`config.mk`:
```
export PLATFORM = sky130hd
export DESIGN_NAME = gpio_port_regs
export DESIGN_NICKNAME = d
export VERILOG_FILES = /design/src/rtl/gpio_port_pkg.sv /design/src/rtl/gpio_sync.sv /design/src/rtl/gpio_data_store.sv /design/src/rtl/gpio_read_mux.sv /design/src/rtl/gpio_port_regs.sv
export SDC_FILE = /design/constraint.sdc
export NUM_CORES = 1
export LEC_CHECK = 0
export ABC_AREA = 1
export BUFFER_PORTS_ARGS = -buffer_cell sky130_fd_sc_hd__buf_2
export CAP_MARGIN = 20
export CORE_ASPECT_RATIO = 1.2
export CORE_MARGIN = 8
export CORE_UTILIZATION = 45
export DETAILED_ROUTE_END_ITERATION = 6
export PLACE_DENSITY = 0.89
export SETUP_SLACK_MARGIN = 0.1
export SLEW_MARGIN = 15
export SYNTH_ARGS = -nofsm -noshare
export SYNTH_HDL_FRONTEND = slang
export SYNTH_SLANG_ARGS = --single-unit
```
`constraint.sdc`:
```
create_clock -name clk -period 0.9 [get_ports clk]
set_input_delay 0.135 -clock clk [delete_from_list [all_inputs] [get_ports clk]]
set_output_delay 0.135 -clock clk [all_outputs]
set_load 0.01 [all_outputs]
```
`src/rtl/gpio_port_pkg.sv`:
```
package gpio_port_pkg;

  typedef enum logic [1:0] {
    SEL_NONE = 2'd0,
    SEL_DATA = 2'd1,
    SEL_PORT = 2'd2
  } reg_sel_e;

  localparam int unsigned DATA_REG_OFF = 32'h02;
  localparam int unsigned PORT_REG_OFF = 32'h1E;
  localparam int unsigned REG_W        = 16;
  localparam int unsigned LANE_W       = 8;

  // Bit i is set when pin i exists in the build.
  function automatic logic [31:0] impl_mask(int unsigned num_pins, int unsigned low_pin);
    logic [31:0] m;
    m = '0;
    for (int unsigned i = 0; i < 32; i++) begin
      m[i] = (i >= low_pin) && (i < num_pins);
    end
    return m;
  endfunction

endpackage

```
`src/rtl/gpio_sync.sv`:
```
module gpio_sync #(
  parameter int unsigned W      = 8,
  parameter int unsigned STAGES = 2
) (
  input  logic         clk,
  input  logic         rst,
  input  logic [W-1:0] d,
  output logic [W-1:0] q
);

  logic [W-1:0] stage_q [STAGES];

  always_ff @(posedge clk) begin
    if (rst) begin
      for (int s = 0; s < STAGES; s++) stage_q[s] <= '0;
    end else begin
      stage_q[0] <= d;
      for (int s = 1; s < STAGES; s++) stage_q[s] <= stage_q[s-1];
    end
  end

  assign q = stage_q[STAGES-1];

endmodule

```
`src/rtl/gpio_data_store.sv`:
```
module gpio_data_store #(
  parameter int unsigned W        = 8,
  parameter logic [W-1:0] IMPL    = '1
) (
  input  logic         clk,
  input  logic         rst,
  input  logic [W-1:0] bit_we,
  input  logic [W-1:0] wdata,
  output logic [W-1:0] q
);

  for (genvar b = 0; b < W; b++) begin : g_bit
    if (IMPL[b]) begin : g_impl
      logic bit_q;
      always_ff @(posedge clk) begin
        if (rst)            bit_q <= 1'b0;
        else if (bit_we[b]) bit_q <= wdata[b];
      end
      assign q[b] = bit_q;
    end else begin : g_absent
      logic unused_b;
      assign unused_b = bit_we[b] ^ wdata[b];
      assign q[b]     = 1'b0;
    end
  end

endmodule

```
`src/rtl/gpio_read_mux.sv`:
```
module gpio_read_mux
  import gpio_port_pkg::*;
#(
  parameter int unsigned W     = 8,
  parameter int unsigned OUT_W = 16,
  parameter logic [W-1:0] IMPL = '1
) (
  input  reg_sel_e         sel,
  input  logic [W-1:0]     mode,
  input  logic [W-1:0]     data_q,
  input  logic [W-1:0]     pins_sync,
  output logic [OUT_W-1:0] rd
);

  always_comb begin
    rd = '0;
    unique case (sel)
      SEL_DATA: rd[W-1:0] = ((mode & data_q) | (~mode & pins_sync)) & IMPL;
      SEL_PORT: rd[W-1:0] = pins_sync & IMPL;
      default:  rd = '0;
    endcase
  end

endmodule

```
`src/rtl/gpio_port_regs.sv`:
```
module gpio_port_regs
  import gpio_port_pkg::*;
#(
  parameter int unsigned NUM_PINS    = 8,
  parameter int unsigned LOW_PIN     = 0,
  parameter int unsigned ADDR_W      = 5,
  parameter int unsigned SYNC_STAGES = 2,
  parameter int unsigned DATA_OFF    = DATA_REG_OFF,
  parameter int unsigned PORT_OFF    = PORT_REG_OFF
) (
  input  logic                clk,
  input  logic                rst,
  input  logic                bus_sel,
  input  logic                bus_wr,
  input  logic [ADDR_W-1:0]   bus_addr,
  input  logic [1:0]          bus_be,
  input  logic [15:0]         bus_wdata,
  output logic [15:0]         bus_rdata,
  input  logic [NUM_PINS-1:0] mode_out,
  input  logic [NUM_PINS-1:0] pin_in,
  output logic [NUM_PINS-1:0] pin_out,
  output logic [NUM_PINS-1:0] pin_oe
);

  localparam logic [NUM_PINS-1:0] IMPL    = NUM_PINS'(impl_mask(NUM_PINS, LOW_PIN));
  localparam logic [ADDR_W-2:0]   DATA_HW = (ADDR_W-1)'(DATA_OFF / 2);
  localparam logic [ADDR_W-2:0]   PORT_HW = (ADDR_W-1)'(PORT_OFF / 2);

  reg_sel_e            sel_c;
  logic [NUM_PINS-1:0] bit_we;
  logic [NUM_PINS-1:0] data_q;
  logic [NUM_PINS-1:0] pins_sync;
  logic [REG_W-1:0]    rd_c;
  logic                unused_ok;

  // Halfword-aligned decode; byte lanes come from bus_be.
  always_comb begin
    if (bus_addr[ADDR_W-1:1] == DATA_HW)      sel_c = SEL_DATA;
    else if (bus_addr[ADDR_W-1:1] == PORT_HW) sel_c = SEL_PORT;
    else                                      sel_c = SEL_NONE;
  end

  for (genvar b = 0; b < NUM_PINS; b++) begin : g_we
    assign bit_we[b] = bus_sel && bus_wr && (sel_c == SEL_DATA) && bus_be[b / LANE_W];
  end

  gpio_data_store #(
    .W    (NUM_PINS),
    .IMPL (IMPL)
  ) i_store (
    .clk    (clk),
    .rst    (rst),
    .bit_we (bit_we),
    .wdata  (bus_wdata[NUM_PINS-1:0]),
    .q      (data_q)
  );

  gpio_sync #(
    .W      (NUM_PINS),
    .STAGES (SYNC_STAGES)
  ) i_sync (
    .clk (clk),
    .rst (rst),
    .d   (pin_in & IMPL),
    .q   (pins_sync)
  );

  gpio_read_mux #(
    .W     (NUM_PINS),
    .OUT_W (REG_W),
    .IMPL  (IMPL)
  ) i_rmux (
    .sel       (sel_c),
    .mode      (mode_out),
    .data_q    (data_q),
    .pins_sync (pins_sync),
    .rd        (rd_c)
  );

  always_ff @(posedge clk) begin
    if (rst) begin
      bus_rdata <= '0;
      pin_oe    <= '0;
    end else begin
      bus_rdata <= (bus_sel && !bus_wr) ? rd_c : '0;
      pin_oe    <= mode_out & IMPL;
    end
  end

  assign pin_out   = data_q;
  assign unused_ok = ^{bus_wdata, bus_be, bus_addr[0]};

endmodule

```
Word-level counts from Yosys, hierarchy flattened:

Memories as Yosys holds them, arrays and structs flattened.
Cells that the tools add are included.

* memory bits (writable): 16
* output and inout bits: 32
* memories: 1
* bits in registers: 32
* word-level logic and storage cells: 37
* input port bits: 43

Memories
* i_sync.stage_q: words 2, width 8, read ports 2, clocked after Yosys merged registers in 0, write ports 2, line gpio_sync.sv:11 `logic [W-1:0] stage_q [STAGES];`

* equality and inequality tests: 4
* bitwise logic cells: 7
* reductions and logical operators: 6
* mux-type cells: 8

Operator list (number)
* 8-bit bitwise AND: 2
* 8-bit 2-to-1 mux: 2
* 8-bit one-hot mux with 2 select lines: 1
* 8-bit NOT: 1
* 8-bit bitwise OR: 1
* 4-bit by 1-bit == test with 1-bit output (second input constant): 1
* 4-bit == test (second input constant): 1
* 1-bit logical AND: 4
* 2-bit 2-to-1 mux: 2
* 1-bit 2-to-1 mux: 3
* 2-bit by 1-bit == test with 1-bit output (second input constant): 1
* 2-bit == test (second input constant): 1
* 1-bit bitwise OR: 2
* 2-bit OR reduction: 1
* 1-bit zero test: 1
* 1-bit NOT: 1

Logic depth before layout (Yosys ltp):

Gate-level depths: netlist of the first run.

* depth in word-level cells: 6
* mapped depth: 7
* depth with buffers taken out: 6

Modules after synthesis:

A second synthesis of the first run with hierarchy kept.

* cell total of the unflattened synthesis: 281
* area total of the unflattened synthesis: 2078.2 um^2

Modules (own cells, without submodules)
* gpio_port_regs: instances 1, seq. area each 480.5 um^2, area each 778.2 um^2, cells an instance 86
* gpio_sync: instances 1, seq. area each 320.3 um^2, area each 534.3 um^2, cells an instance 58
* gpio_read_mux: instances 1, seq. area each 0.0 um^2, area each 391.6 um^2, cells an instance 80
* gpio_data_store: instances 1, seq. area each 160.2 um^2, area each 374.1 um^2, cells an instance 57

Least setup slack after synthesis of the first run:

OpenSTA, ideal clock, no wires.

* path type: in2reg
* start point: input port rst
* end point: register bus_rdata[0]
* setup time: 0.121 ns
* arrival time: 0.686 ns
* stages: 4
* required time: 0.779 ns
* setup slack: 0.093 ns
* path buffers: 1
* cells stage by stage: buf_2 -> clkinv_1 -> nand3b_2 -> a21oi_1

* longest elaborated chain between the ends: 1

Ends and longest elaborated chain
* start: declaration: line gpio_port_regs.sv:12 `input logic rst,`
* 2-bit OR reduction (no line)
* end signal: assignment: line gpio_port_regs.sv:85 `bus_rdata <= (bus_sel && !bus_wr) ? rd_c : '0;`
* end: declaration: line gpio_port_regs.sv:18 `output logic [15:0] bus_rdata,`

Every way passes these cells.
A chain may end at the register's enable or synchronous reset.

Worst setup path in the final report of the first run:

* start point: register i_store.g_bit[3].g_impl.bit_q
* end point: output port pin_out[3]

RTL lines
* start: declaration: line gpio_data_store.sv:14 `logic bit_q;`
* start signal: assignment: line gpio_data_store.sv:17 `else if (bit_we[b]) bit_q <= wdata[b];`
* end: declaration: line gpio_port_regs.sv:21 `output logic [NUM_PINS-1:0] pin_out,`

No word-level cell between the ends.

==> out/qor.csv, run 1 <==
stage,metric,value,unit
layout,diodes,0,
layout,regArea,817,µm²
synth,synth_warnings,0,
synth,synthCells,215,
critical_path,crit_chain,buf_6,
critical_path,startpoint,i_store.g_bit[3].g_impl.bit_q$_SDFFE_PP0P_,
global_routing,grt_max_degree,25,
placement,place_worst_setup_slack,-0.0493,ns
drt,drt_wl_total,3740,µm
critical_path,worst-path-buf-inv,1,
synth,synth_cell_types,15,
timing,rsz0062_at_grt,yes,
drt,drtAntennaViolNets,0,
critical_path,slowest_delay,0.36,ns
clocking,clk_pin_slew,0.07,ns
critical_path,crit_type,reg -> out,
outcome,outcome,"finished, final reports clean",
placement,placedInstanceArea,1870,µm²
global_routing,antenna_found_initial,0,
global_routing,grt.busiest_layer,met2,
worst_hold_path,min_from,pin_in[0],
critical_path,reg2reg_from,i_store.g_bit[3].g_impl.bit_q$_SDFFE_PP0P_,
timing,post-route-period-util,0.987,
drt,wl_per_cell,11.8,µm
timing,fin_crit,0.888,ns
global_routing,grt-ovfl-total,0,
clocking,ctsHtreeMaxLevel,2,
clocking,cts_made_buffers,5,
placement,dpl.hpwl,2600,µm
synth,avgSynthCellArea,7.35,µm²
layout,layout-drive-gt1-share,0.400,
timing,hold_violations,0,
critical_path,cp.arrival,0.75,ns
floorplanning,core-area,3340,µm²
synth,synth_top_area_share,0.507,
timing,setup_violations,0,
floorplanning,die_h,80.9,µm
worst_hold_path,min_path_cells,3,
layout,syn_to_final_growth,36.5,%
critical_path,cp.required,0.76,ns
critical_path,critical_path_depth,1,
timing,drv_slew,0,
drt,num_vias,1371,
drt,drtIter0Drc,120,
critical_path,worst_setup_path_start_kind,register,
floorplanning,io_pins,75,
layout,final_common_cell,buf_2,
clocking,clk_latency,0.29,ns
floorplanning,rows,23,
layout,multi_input_area,562,µm²
drt,drc,0,
critical_path,worst_path_max_delay_cell,dfxtp_2,
critical_path,crit_family,flip-flops,
placement,portBuffers,56,
clocking,cts_max_path_buffers,2,
floorplanning,dieArea,5670,µm²
synth,synth_area_leaders,"dfxtp_1 51%, nand2_1 12%, nor2_1 10%",
layout,final_cell_mix,"43 x buf_2, 42 x nor2_1, 42 x nand2_1",
global_routing,grt_use_total,0.130,
drt,viasPerCell,4.32,
timing,max_freq,1130,MHz
layout,final_net_count,323,
critical_path,rr_worst_depth,5,
floorplanning,die_w,70.1,µm
critical_path,worstPathMaxFanout,2,
critical_path,r2r-end,bus_rdata[3]$_SDFF_PP0_,
layout,stdcell_area,2160,µm²
synth,yosysSeqAreaShare,0.507,
clocking,clockRootBuffer,clkbuf_8,
synth,synth-seq-cells,40,
pwr,cellPowerDensity,1510,nW/µm²
floorplanning,start_util,0.473,
pwr,total_leakage_power,1.14,nW
critical_path,cp-end-kind,output pin,
worst_hold_path,hp-class,in -> reg,
synth,syn-cell-area,1580,µm²
clocking,cts.sinks,40,
layout,finish.utilization,0.646,
global_routing,grt_use_met1,0.114,
drt,dr.pass1.iters,4,
global_routing,use_met3,0.0682,
synth,yosys.area.top_type,dfxtp_1,
global_routing,grt_pass1_vias,1365,
global_routing,met2_usage,0.243,
run,drv_cap,0,
timing,worst_slack,0.0118,ns
critical_path,rrSetupSlack,0.11,ns
global_routing,grt_pass1_wl,5850,µm
pwr,ir_drop,1.43,mV
worst_hold_path,hold-path-endpoint,i_sync.stage_q[0][0]$_SDFF_PP0_,
timing,clock_skew,0.00136,ns
layout,fillers,288,
placement,gp_congestion,0.684,
clocking,cts_tree,built,
metrics by stage:
stage                     setup TNS [ns]  std cells  power, W  hold WS, ns
after floorplan                        0        222   0.00206        0.242
after global routing             -0.0118        317   0.00340       0.0397
final                                  0        317   0.00327       0.0424
after CTS                              0        316   0.00326       0.0392
after detailed placement          -0.105        302   0.00218        0.341
after global placement                 0        302   0.00217        0.336
synth_stat cells:
master,number
a21oi_1,8
buf_2,3
buf_4,16
buf_6,1
clkinv_1,1
conb_1,1
dfxtp_1,40
inv_1,37
nand2_1,51
nand2_2,2
nand3_1,9
nand3b_2,1
nor2_1,42
nor2_2,1
nor2_4,2
worst max path at each step:
stage                                                            end  slack, ns
after floorplan           i_store.g_bit[1].g_impl.bit_q$_SDFFE_PP0P_       0.11
after global placement    i_store.g_bit[4].g_impl.bit_q$_SDFFE_PP0P_      0.004
after detailed placement  i_store.g_bit[3].g_impl.bit_q$_SDFFE_PP0P_      -0.05
after CTS                                                 pin_out[7]       0.02
after global routing                                      pin_out[7]     -0.008
final                                                     pin_out[3]       0.01
where the power goes:
part           total (W)  internal (W)  switching, W
clock            0.00110      0.000526      0.000572
sequential       0.00185       0.00183     0.0000193
combinational   0.000321      0.000143      0.000178
sequential cells by signal, indices dropped and copies added (netlist names):
signal and flops:
i_sync.stage_q 16, bus_rdata 8, i_store.g_bit.g_impl.bit_q 8, pin_oe 8
metal layers:
layer	share of wire	wire, µm	up-vias
li1	-	-	727
met1	0.37	1390	595
met2	0.52	1950	44
met3	0.086	323	5
met4	0.018	69	0
met5	0	0	-
cell type report:
type                       count  area share
inverter                      38      0.0667
clock buffer                   6      0.0336
multi-input combinational    124       0.260
clock inverter                 1     0.00232
sequential                    40       0.379
tap                           37      0.0215
timing repair buffer          71       0.237
repair_timing:
| item | 4_1_cts | 5_1_grt |
|---|---|---|
| hold buffers | 0 | 0 |
| gates resized for setup | 20 | 24 |
| setup buffers | 7 | 1 |
| endpoints found under the setup margin | 24 | 31 |
| pin swaps | 0 | 13 |
| hold endpoints to repair | 0 | 0 |
kinds of logic after synthesis:
family,Yosys count,synth area share
other cells,1,0.00237
buf+inv,58,0.183
flops,40,0.507
simple gates,108,0.283
compound gates,8,0.0253
(Power assumes the default switching activity.)
==> run 2: changes to the inputs <==
--- a/config.mk
+++ b/config.mk
@@ -5,12 +5,11 @@
 export SDC_FILE = /design/constraint.sdc
 export NUM_CORES = 1
 export LEC_CHECK = 0
-export ABC_AREA = 1
 export BUFFER_PORTS_ARGS = -buffer_cell sky130_fd_sc_hd__buf_2
 export CAP_MARGIN = 20
 export CORE_ASPECT_RATIO = 1.2
 export CORE_MARGIN = 8
-export CORE_UTILIZATION = 45
+export CORE_UTILIZATION = 44
 export DETAILED_ROUTE_END_ITERATION = 6
 export PLACE_DENSITY = 0.89
 export SETUP_SLACK_MARGIN = 0.1
==> constraint.sdc (replaced) <==
create_clock -name clk -period 0.9 [get_ports clk]
set_input_delay 0.135 -clock clk [delete_from_list [all_inputs] [get_ports clk]]
set_output_delay 0.135 -clock clk [all_outputs]
set_load 0.1 [all_outputs]
==> out/qor.csv, run 2 <==
stage,metric,value,unit
outcome,outcome,finished with violations,
outcome,violations,negative setup slack,
timing,setup_violations,39,
critical_path,crit_type,reg -> out,
synth,avgSynthCellArea,9.74,µm²
critical_path,worst_path_max_delay_cell,dfxtp_2,
critical_path,worst_setup_path_start_kind,register,
drt,drc,0,
drt,dr.pass1.iters,4,
critical_path,cp.arrival,0.86,ns
layout,final_cell_mix,"30 x buf_2, 25 x buf_12, 24 x nor2b_1",
drt,viasPerCell,5.57,
synth,synth.most_common_cell,dfxtp_1,
synth,synth_area_leaders,"dfxtp_1 54%, nor2b_1 10%, buf_4 9.1%",
drt,wl_per_cell,20.4,µm
synth,yosysSeqAreaShare,0.541,
global_routing,grt.busiest_layer,met2,
layout,syn_to_final_growth,69.1,%
synth,synth-seq-cells,40,
layout,final_net_count,256,
placement,gp_congestion,0.723,
layout,final_cells,251,
drt,drt_wl_total,5130,µm
placement,placed_cells,230,
synth,synth_flop_cell,dfxtp_1,
clocking,clk_latency,0.30,ns
critical_path,slowest_delay,0.38,ns
pwr,cellPowerDensity,1580,nW/µm²
synth,syn-cell-area,1480,µm²
pwr,total_leakage_power,0.961,nW
drt,num_vias,1399,
critical_path,crit_chain,buf_12,
global_routing,grt_max_degree,33,
clocking,ctsHtreeMaxLevel,2,
timing,fin_crit,0.996,ns
timing,hold_slack,0.0425,ns
synth,yosys.area.top_type,dfxtp_1,
floorplanning,start_util,0.451,
timing,tightest_slew,0.586,ns
synth,synth_cell_types,17,
floorplanning,io_pins,75,
timing,drv_slew,0,
pwr,ir_drop,2.21,mV
floorplanning,rows,23,
timing,rsz0062_at_grt,yes,
timing,clock_skew,0.00288,ns
synth,async_flop_share,0,
clocking,cts_tree,built,
global_routing,grt_pass1_wl,6330,µm
timing,worst_slack,-0.0960,ns
clocking,cts.sinks,40,
synth,synth_top_area_share,0.541,
global_routing,met2_usage,0.240,
layout,diodes,0,
layout,layout-drive-gt1-share,0.603,
clocking,cts_made_buffers,5,
global_routing,antenna_found_initial,0,
global_routing,grt_use_total,0.157,
run,drv_cap,0,
clocking,clockRootBuffer,clkbuf_8,
placement,place_worst_setup_slack,-0.350,ns
critical_path,worstPathMaxFanout,2,
global_routing,grt-ovfl-total,0,
synth,synth_common_cells,"40 x dfxtp_1, 24 x nor2b_1, 18 x buf_4",
synth,synthCells,152,
timing,post-route-period-util,1.11,
critical_path,cp.required,0.76,ns
global_routing,grt_pass1_vias,1307,
clocking,cts_max_path_buffers,2,
drt,drtIter0Drc,81,
placement,dpl.hpwl,2820,µm
worst_hold_path,hp-class,in -> reg,
timing,hold_violations,0,
layout,largest_register,i_sync.stage_q,
global_routing,use_met3,0.0660,
placement,portBuffers,56,
critical_path,worst-path-buf-inv,1,
clocking,clk_pin_slew,0.08,ns
floorplanning,die_h,79.5,µm
floorplanning,core-area,3280,µm²
synth,synth_warnings,0,
timing,slew_headroom,0.608,
floorplanning,dieArea,5480,µm²
floorplanning,die_w,68.9,µm
critical_path,crit_family,flip-flops,
timing,max_freq,1000,MHz
critical_path,cp-end-kind,output pin,
layout,final_common_cell,buf_2,
global_routing,grt_use_met1,0.157,
synth,synth_edf_count,0,
drt,drtAntennaViolNets,0,
layout,largest_reg_flops,16,
run 2: cell type report:
type	instances	area [µm²]
well taps	37	46.3
fillers	200	778
flip-flops and latches	40	843
multi-input cells	94	669
repair buffers	72	832
clock buffers	5	68.8
clock inverters	3	42.5
run 2: final timing paths:
| kind | to | slack (ns) | start | depth (start not counted) |
|---|---|---|---|---|
| setup / recovery | pin_out[6] | -0.1 | i_store.g_bit[6].g_impl.bit_q$_SDFFE_PP0P_ | 1 |
| hold / removal | i_sync.stage_q[0][6]$_SDFF_PP0_ | 0.04 | pin_in[6] | 2 |
| setup reg to reg | bus_rdata[0]$_SDFF_PP0_ | 0.02 | i_store.g_bit[0].g_impl.bit_q$_SDFFE_PP0P_ | 4 |
| hold reg to reg | i_sync.stage_q[0][10]$_SDFF_PP0_ | 0.45 | i_sync.stage_q[0][2]$_SDFF_PP0_ | 1 |
run 2: cell families after synthesis:
group	count (synthesis)	share of synthesized area
simple gates	62	0.259
flops	40	0.541
buf+inv	25	0.110
compound gates	24	0.0879
other cells	1	0.00253
run 2: stage by stage:
stage	setup TNS [ns]	power, W	area, µm²	utilization
detailed placement	-4.73	0.00248	2090	0.637
CTS	-1.43	0.00390	2320	0.708
finish	-2.18	0.00396	2500	0.763
global placement	-4.06	0.00247	2090	0.637
global route	-2.94	0.00407	2500	0.763
floorplan	-2.07	0.00230	1540	-
run 2: report_power, final:
group,switching [W],internal (W),total [W],leakage [nW]
registers,0.0000299,0.00181,0.00184,0.340
clock network,0.000638,0.000820,0.00146,0.0541
logic,0.000450,0.000210,0.000659,0.567
run 2: timing repair:
item | in CTS | in global routing
resized for setup | 24 | 20
endpoints found under the setup margin | 40 | 40
pin swaps | 10 | 19
hold buffers | 0 | 0
buffers inserted | 7 | 3
cloned | 0 | 3
run 2: worst register-to-register path, delay by kind of cell, from the launching register on:
kind	cells	cell delay (ns)
compound gates	1	0.07
buf+inv	2	0.27
flops	1	0.36
simple gates	1	0.06
run 2: routing by layer:
metal	up-vias	part of all wire
li1	614	-
met1	678	0.37
met2	94	0.51
met3	13	0.086
met4	0	0.037
met5	-	0
==> run 3: changes to the inputs <==
--- a/config.mk
+++ b/config.mk
@@ -7,7 +7,6 @@
 export LEC_CHECK = 0
 export BUFFER_PORTS_ARGS = -buffer_cell sky130_fd_sc_hd__buf_2
 export CAP_MARGIN = 20
-export CORE_ASPECT_RATIO = 1.2
 export CORE_MARGIN = 8
 export CORE_UTILIZATION = 44
 export DETAILED_ROUTE_END_ITERATION = 6
==> out/qor.csv, run 3 (synthesis results as in run 2) <==
stage,metric,value,unit
pwr,ir_drop,0.968,mV
critical_path,worst_setup_path_start_kind,register,
pwr,total_leakage_power,0.931,nW
drt,drt_wl_total,4730,µm
critical_path,cp.required,0.76,ns
layout,finish.utilization,0.729,
drt,drtIter0Drc,94,
pwr,cellPowerDensity,1420,nW/µm²
drt,dr.pass1.iters,4,
placement,placedInstanceArea,2100,µm²
timing,slew_headroom,0.652,
worst_hold_path,hp-class,in -> reg,
layout,largest_register,i_sync.stage_q,
timing,setup_violations,29,
layout,final_cells,259,
critical_path,worst-path-buf-inv,1,
placement,placed_cells,239,
clocking,cts.sinks,40,
layout,final_common_cell,buf_2,
critical_path,cp.arrival,0.89,ns
floorplanning,start_util,0.451,
global_routing,grt_use_total,0.166,
timing,hold_violations,0,
clocking,ctsHtreeMaxLevel,2,
timing,max_freq,978,MHz
floorplanning,die_w,74,µm
critical_path,crit_type,reg -> out,
layout,diodes,0,
timing,hold_slack,0.0123,ns
drt,viasPerCell,5.24,
timing,drv_slew,0,
critical_path,critical_path_depth,1,
global_routing,grt-ovfl-total,0,
timing,clock_skew,0.0114,ns
layout,final_net_count,255,
floorplanning,dieArea,5480,µm²
clocking,cts_tree,built,
clocking,clockRootBuffer,clkbuf_4,
timing,fin_tns_setup,-2.48,ns
layout,layout-drive-gt1-share,0.531,
drt,wl_per_cell,18.3,µm
layout,largest_reg_flops,16,
outcome,outcome,finished with violations,
clocking,cts_max_path_buffers,2,
layout,stdcell_area,2390,µm²
critical_path,rr_worst_depth,3,
global_routing,grt_pass1_vias,1370,
floorplanning,die_h,74,µm
timing,post-route-period-util,1.14,
global_routing,grt_pass1_wl,6930,µm
timing,rsz0062_at_grt,yes,
critical_path,crit_chain,buf_12,
drt,num_vias,1358,
drt,drtAntennaViolNets,0,
floorplanning,rows,21,
placement,dpl.hpwl,2780,µm
clocking,cts_made_buffers,5,
critical_path,crit_family,flip-flops,
placement,portBuffers,56,
timing,tightest_slew,0.521,ns
clocking,clk_latency,0.33,ns
timing,worst_slack,-0.122,ns
layout,syn_to_final_growth,61.7,%
floorplanning,core-area,3280,µm²
outcome,violations,negative setup slack,
critical_path,worstPathMaxFanout,3,
global_routing,grt_max_degree,33,
run,drv_cap,0,
placement,gp_congestion,0.837,
timing,fin_crit,1.02,ns
clocking,clk_pin_slew,0.10,ns
worst_hold_path,min_path_cells,2,
critical_path,cp-end-kind,output pin,
layout,final_cell_mix,"30 x buf_2, 25 x buf_12, 24 x nor2b_1",
floorplanning,io_pins,75,
critical_path,worst_path_max_delay_cell,dfxtp_2,
global_routing,antenna_found_initial,0,
drt,drc,0,
critical_path,slowest_delay,0.38,ns
run 3: area by class of cell:
| class | count | area, µm² |
|---|---|---|
| well taps | 46 | 57.6 |
| fillers | 194 | 891 |
| multi-input cells | 94 | 598 |
| flip-flops and latches | 40 | 846 |
| clock buffers | 8 | 58.8 |
| repair buffers | 71 | 833 |
run 3: power breakdown:
group	leakage, nW	internal (W)	total [W]	switching (W)
logic	0.558	0.000214	0.000649	0.000435
registers	0.340	0.00181	0.00184	0.0000313
clock network	0.0326	0.000386	0.000899	0.000513
total	0.931	0.00241	0.00339	0.000979
run 3: path summary, 6_finish.rpt:
kind,start,end,slack [ns]
worst max-delay path,i_store.g_bit[6].g_impl.bit_q$_SDFFE_PP0P_,pin_out[6],-0.12
worst min-delay path,pin_in[0],i_sync.stage_q[0][0]$_SDFF_PP0_,0.01
worst max register to register,i_store.g_bit[7].g_impl.bit_q$_SDFFE_PP0P_,bus_rdata[7]$_SDFF_PP0_,0.05
worst min register to register,i_sync.stage_q[0][1]$_SDFF_PP0_,i_sync.stage_q[0][9]$_SDFF_PP0_,0.45
run 3: what timing repair did:
item                                    in CTS  in global routing
hold buffers                                 0                  2
pin swaps                                    9                 11
hold endpoints to repair                     0                  2
buffers inserted                             6                  1
cloned                                       2                  1
endpoints found under the setup margin      36                 40
gates resized for setup                     23                 11
run 3: metrics by stage:
step / total power, W / worst slack [ns]
3_5_place_dp: 0.00249 / -0.331
6_report: 0.00339 / -0.122
3_3_place_gp: 0.00247 / -0.290
4_1_cts: 0.00337 / -0.133
2_1_floorplan: 0.00230 / -0.187
5_1_grt: 0.00354 / -0.164
run 3: layer usage:
metal	wire (µm)	vias to the layer above	track usage
met5	0	-	0
met4	100	0	0.0576
met3	379	12	0.0472
met2	2370	87	0.284
met1	1880	647	0.191
li1	-	612	-
